===== config.mk =====
export PLATFORM = sky130hd
export DESIGN_NAME = dram_parity_ctrl
export DESIGN_NICKNAME = d
export VERILOG_FILES = /design/src/rtl/dpc_pkg.sv /design/src/rtl/dpc_datapath.sv /design/src/rtl/dpc_control.sv /design/src/rtl/dram_parity_ctrl.sv
export SDC_FILE = /design/constraint.sdc
export NUM_CORES = 1
export LEC_CHECK = 0
export ABC_AREA = 1
export BUFFER_PORTS_ARGS = -buffer_cell sky130_fd_sc_hd__buf_2
export CAP_MARGIN = 5
export CORE_ASPECT_RATIO = 0.6
export CORE_UTILIZATION = 48
export DETAILED_ROUTE_END_ITERATION = 10
export PLACE_DENSITY = 0.86
export SYNTH_ARGS = -nofsm -noshare
export SYNTH_HDL_FRONTEND = slang
export SYNTH_SLANG_ARGS = --single-unit

===== constraint.sdc =====
create_clock -name clk -period 1.7 [get_ports clk]
set_input_delay 0.34 -clock clk [delete_from_list [all_inputs] [get_ports clk]]
set_output_delay 0.34 -clock clk [all_outputs]
set_load 0.01 [all_outputs]

===== src/rtl/dpc_pkg.sv =====
package dpc_pkg;

  typedef enum logic [1:0] {
    MODE_OFF    = 2'd0,
    MODE_DEFER  = 2'd1,
    MODE_STRICT = 2'd2
  } parMode_t;

  typedef struct packed {
    logic capture;   // latch lane enables of a new access
    logic checkEn;   // evaluate parity of returned read data
  } ctrlStrobe_t;

  function automatic parMode_t decodeMode(input logic [1:0] sel);
    case (sel)
      2'd0:    return MODE_OFF;
      2'd1:    return MODE_DEFER;
      default: return MODE_STRICT;
    endcase
  endfunction

endpackage


===== src/rtl/dpc_datapath.sv =====
module dpc_datapath
  import dpc_pkg::*;
#(
  parameter int DW = 32
) (
  input  logic              clk,
  input  logic              rstN,
  input  ctrlStrobe_t       strobe,
  input  logic [DW/8-1:0]   byteEn,
  input  logic [DW-1:0]     wrData,
  input  logic [DW-1:0]     rdData,
  input  logic [DW/8-1:0]   rdParity,
  output logic [DW/8-1:0]   parOut,
  output logic              parErr
);
  localparam int NB = DW / 8;

  logic [NB-1:0] laneEn;
  logic [NB-1:0] laneBad;

  always_ff @(posedge clk) begin
    if (!rstN) laneEn <= '0;
    else if (strobe.capture) laneEn <= byteEn;
  end

  for (genvar i = 0; i < NB; i++) begin : g_lane
    // odd parity: stored bit makes total count of ones odd
    assign parOut[i]  = byteEn[i] & ~(^wrData[8*i +: 8]);
    assign laneBad[i] = laneEn[i] & ~((^rdData[8*i +: 8]) ^ rdParity[i]);
  end

  assign parErr = strobe.checkEn & (|laneBad);


  lane_hold_chk: assert property (@(posedge clk) disable iff (!rstN)
    !strobe.capture |=> $stable(laneEn));

endmodule


===== src/rtl/dpc_control.sv =====
module dpc_control
  import dpc_pkg::*;
#(
  parameter int BASE_CLKS = 2
) (
  input  logic        clk,
  input  logic        rstN,
  input  logic [1:0]  modeSel,
  input  logic [1:0]  masterId,
  input  logic        cycStart,
  input  logic        wrEn,
  input  logic        clrSticky,
  input  logic        parErr,
  output ctrlStrobe_t strobe,
  output logic        cycDone,
  output logic        busErr,
  output logic        stickyErr
);
  localparam int EXT_CLKS = BASE_CLKS + 1;
  localparam int CW       = $clog2(EXT_CLKS + 1);
  localparam logic [CW-1:0] BASE_CNT = CW'(BASE_CLKS);
  localparam logic [CW-1:0] EXT_CNT  = CW'(EXT_CLKS);

  logic          active;
  logic [CW-1:0] cnt;
  parMode_t      curMode;
  logic          isCpu;
  logic          isRead;
  logic          errHold;
  logic          sticky;
  logic [1:0]    prevMode;

  logic stretch, checkOn, lastPhase, errOut, setSticky, clrNow;

  always_comb begin
    stretch   = (curMode == MODE_STRICT) || (curMode == MODE_DEFER && !isCpu);
    checkOn   = (curMode != MODE_OFF);
    lastPhase = active && (cnt == (stretch ? EXT_CNT : BASE_CNT));
    strobe.capture = !active && cycStart;
    strobe.checkEn = active && isRead && checkOn && (cnt == BASE_CNT);
    setSticky = parErr && (curMode == MODE_DEFER) && isCpu;
    clrNow    = clrSticky || (modeSel != prevMode);
    errOut    = stretch ? errHold : ((curMode == MODE_DEFER) && isCpu && sticky);
    cycDone   = lastPhase && !errOut;
    busErr    = lastPhase && errOut;
  end

  always_ff @(posedge clk) begin
    if (!rstN) begin
      active   <= 1'b0;
      cnt      <= '0;
      curMode  <= MODE_OFF;
      isCpu    <= 1'b0;
      isRead   <= 1'b0;
      errHold  <= 1'b0;
      sticky   <= 1'b0;
      prevMode <= 2'd0;
    end else begin
      prevMode <= modeSel;
      if (!active) begin
        if (cycStart) begin
          active  <= 1'b1;
          cnt     <= CW'(1);
          curMode <= decodeMode(modeSel);
          isCpu   <= (masterId == 2'd0);
          isRead  <= !wrEn;
          errHold <= 1'b0;
        end
      end else if (lastPhase) begin
        active <= 1'b0;
        cnt    <= '0;
      end else begin
        cnt <= cnt + CW'(1);
        if (strobe.checkEn) errHold <= parErr;
      end
      if (clrNow) sticky <= 1'b0;
      else if (setSticky) sticky <= 1'b1;
    end
  end

  assign stickyErr = sticky;


  excl_term_chk: assert property (@(posedge clk) disable iff (!rstN)
    !(cycDone && busErr));

  done_pulse_chk: assert property (@(posedge clk) disable iff (!rstN)
    (cycDone || busErr) |=> !(cycDone || busErr));

  off_no_err_chk: assert property (@(posedge clk) disable iff (!rstN)
    (active && curMode == MODE_OFF) |-> !busErr);

  strict_len_chk: assert property (@(posedge clk) disable iff (!rstN)
    (active && curMode == MODE_STRICT && cnt == BASE_CNT) |-> !(cycDone || busErr));

  sticky_src_chk: assert property (@(posedge clk) disable iff (!rstN)
    $rose(sticky) |-> ($past(curMode) == MODE_DEFER && $past(isCpu)));

  sticky_clr_chk: assert property (@(posedge clk) disable iff (!rstN)
    clrSticky |=> !sticky);

endmodule


===== src/rtl/dram_parity_ctrl.sv =====
module dram_parity_ctrl
  import dpc_pkg::*;
#(
  parameter int DW        = 32,
  parameter int BASE_CLKS = 2
) (
  input  logic              clk,
  input  logic              rstN,
  input  logic [1:0]        modeSel,
  input  logic [1:0]        masterId,
  input  logic              cycStart,
  input  logic              wrEn,
  input  logic [DW/8-1:0]   byteEn,
  input  logic [DW-1:0]     wrData,
  input  logic [DW-1:0]     rdData,
  input  logic [DW/8-1:0]   rdParity,
  input  logic              clrSticky,
  output logic [DW/8-1:0]   parOut,
  output logic              cycDone,
  output logic              busErr,
  output logic              stickyErr
);
  ctrlStrobe_t strobe;
  logic        parErr;

  dpc_control #(.BASE_CLKS(BASE_CLKS)) u_ctrl (
    .clk(clk), .rstN(rstN), .modeSel(modeSel), .masterId(masterId),
    .cycStart(cycStart), .wrEn(wrEn), .clrSticky(clrSticky), .parErr(parErr),
    .strobe(strobe), .cycDone(cycDone), .busErr(busErr), .stickyErr(stickyErr)
  );

  dpc_datapath #(.DW(DW)) u_dp (
    .clk(clk), .rstN(rstN), .strobe(strobe), .byteEn(byteEn), .wrData(wrData),
    .rdData(rdData), .rdParity(rdParity), .parOut(parOut), .parErr(parErr)
  );

endmodule


==> metrics.txt <==
worst setup margin -0.0546 ns; count leader, synth nand2_1; largest family of logic cells by synthesized area simple AND/OR/NAND/NOR gates; status finished with violations; vias per cell 4.59; maxcap violations 0; Crit Path Max Fanout 4; Worst-path clk slew 0.07 ns; largest net degree at the start of global routing 13; H-tree depth 1; reg2reg end u_ctrl.isCpu; n_diodes 0; placed cells 392; Achievable Freq 0.570 GHz; initial antenna violation count 0; IO buf count 87; I/O pin count 88; worst vdd ir 0.294 mV; element type at the critical path end output port; Gate Count Post-Synth 265; worst slew pin tran 0.344 ns; Clock Sinks 15; Min-Delay Path Depth 2; die width 76.1 um; drt wl/cell 9.45 um; Overall Global Routing Usage 21.9%; nets@finish 438; slowest cell delay on critical path 0.36 ns; core area 0.00300 mm^2; slowest CP cell dfxtp_2; register area share after synthesis 19.0%; Post-Synth Adder-Cell Area 0.791%; Final TNS setup -0.106 ns; DRT Wirelength 3750 um; hold buffers post-CTS 0; Finished Layout Cells 397; Clock Latency Late Sink 0.26 ns; share of cells above drive strength 1 32.4%; GR Overflow Total 0; CTS tree built; WP data arrival 1.41 ns; mux share of post-synthesis cell area 0%; gpl congestion 0.760; Initial Util 52.7%; worst path cell trace inv_4 -> o21ai_4 -> xor2_2 -> nand3_2 -> nor2_2 -> buf_2; final core utilization 71.5%; top post-synthesis cells by area nand2_1 (19%), dfxtp_1 (19%), xnor2_1 (14%), inv_1 (10%), nand3_1 (6.3%); # DRC 0; worst-case clock buffer depth 2; Synth Area in XOR/XNOR 20.4%; fin crit period 1.75 ns; placement row count 15; Final Hold Fails 0; critical path class flip-flop to output port; asr flop ratio synth 0%; drt pass-1 iters 4; worst r2r path cells 4; Synth Register Bits 15; leakage 0.00123 uW; die span in y 46.5 um; finished layout cell area 0.00215 mm^2; Post-DP HPWL 3110 um; Synth Area in Simple Gates 37.2%; Placed Area 0.00206 mm^2; Unique masters post-synth 27; Worst EP required 1.36 ns; Final Slew Violations 0; worst min-delay path class input port to flip-flop; Cell Area, Synth 0.00158 mm^2; failing checks negative setup slack; Post-Syn Nets 347; Yosys top cell by area nand2_1; first-pass GRT wire length 6110 um; r2r startpoint u_ctrl.active; Synth top area share 19.4%; Synthesis Warnings 0; Commonest cells post-synth nand2_1 (82), inv_1 (44), xnor2_1 (26); Worst slew margin 77.0%; crit share post-route 103%; number of synthesized flops with an enable pin 0; RSZ-0062 raised after global routing true; Critical Path Start Type flip-flop; pwr dens 559 mW/mm^2; via count 1823; hold endpoint u_ctrl.isRead; R2R Setup Slk 0.36 ns; Iter 0 DRT Violations 84; Compound-Gate Fraction of Synth Area 10.9%; Final setup viols 2; Post-synth top flop dfxtp_1; total CTS buffers 3; Syn Area/Cell 5.97 um^2; post-route ant nets 0; Worst Clk Skew 0.00567 ns; HP Start wrEn; Area Growth Syn to Fin 35.7%; Root Buffer clkbuf_8; Die ar. 0.00354 mm^2; vias in the first global route 1532
==> sequential cells by signal (all words and copies together), names as in the netlist, 2 cells and up <==
| signal | flops |
|---|---|
| u_dp.laneEn | 4 |
| u_ctrl.cnt | 2 |
| u_ctrl.curMode | 2 |
| u_ctrl.prevMode | 2 |
==> metrics by stage <==
| stage | hold WS [ns] | setup WS, ns | power (uW) |
|---|---|---|---|
| detailed placement | 0.472 | 0.165 | 891 |
| global placement | 0.469 | 0.206 | 873 |
| floorplan | 0.430 | 0.356 | 708 |
| CTS | 0.258 | -0.0301 | 1200 |
| global route | 0.244 | -0.150 | 1290 |
| finish | 0.265 | -0.0546 | 1200 |
==> layout by cell type, fill, tap and decap left out, types with 2 or more instances in the layout <==
cell | synthesis | routed
xnor2_1 | 26 | 26
nand3_1 | 20 | 19
xor2_1 | 9 | 9
clkbuf_8 | 0 | 3
dfxtp_1 | 15 | 13
a21oi_2 | 3 | 3
o21ai_0 | 12 | 12
inv_1 | 44 | 43
inv_2 | 3 | 3
nor2_1 | 22 | 21
nand2_1 | 82 | 82
nor2_2 | 1 | 2
nand3_2 | 4 | 4
nand2_2 | 3 | 3
a21oi_1 | 7 | 7
buf_2 | 1 | 87
==> routing by layer <==
| layer | vias up | global-route usage [%] | wire length, um |
|---|---|---|---|
| li1 | 989 | - | - |
| met1 | 768 | 28.3 | 1860 |
| met2 | 64 | 39.1 | 1640 |
| met3 | 2 | 4.75 | 237 |
| met4 | 0 | 3.46 | 16 |
| met5 | - | 0 | 0 |
==> how the worst max path moves through the flow <==
| stage | startpoint | to | depth (start not counted) |
|---|---|---|---|
| final | u_ctrl.curMode[1] | busErr | 6 |
| after global routing | u_ctrl.curMode[1] | cycDone | 7 |
| after CTS | u_ctrl.curMode[1] | cycDone | 7 |
| after detailed placement | wrData[5] | parOut[0] | 6 |
| after global placement | wrData[3] | parOut[0] | 6 |
| after floorplan | u_ctrl.curMode[0] | busErr | 5 |
==> area by class of cell <==
cell class              instances  area [um^2]
clock buffers                   3         41.3
inverters                      47          179
multi-input cells             201         1120
clock inverters                 1         7.51
repair buffers                 88          443
fillers                       279          855
flip-flops and latches         15          305
well taps                      42         52.6
==> logic make-up after synthesis <==
family                   after synthesis
AND/OR/NAND/NOR                      136
buffers and inverters                 49
XOR/XNOR                              36
AO/OA/AOI/OAI                         28
flip-flops                            15
adder cells (fa/ha/maj)                1
==> critical path, delay by kind of cell (launching register included) <==
kind	cells	cell delay (ns)
compound gates	1	0.17
xor+xnor	1	0.22
simple gates	2	0.22
flops	1	0.36
buf+inv	2	0.20
==> where the power goes <==
group | switching, uW | leakage, uW | internal (uW)
Sequential | 19.5 | 0.000125 | 375
Combinational | 268 | 0.00108 | 235
Clock | 138 | 0.0000217 | 165
==> repair_timing <==
action / CTS / global route
endpoints found under the setup margin: 2 / 2
pin swaps: 0 / 1
gates resized for setup: 4 / 5
buffers inserted: 1 / 0
Power figures use the tool's default switching activity.
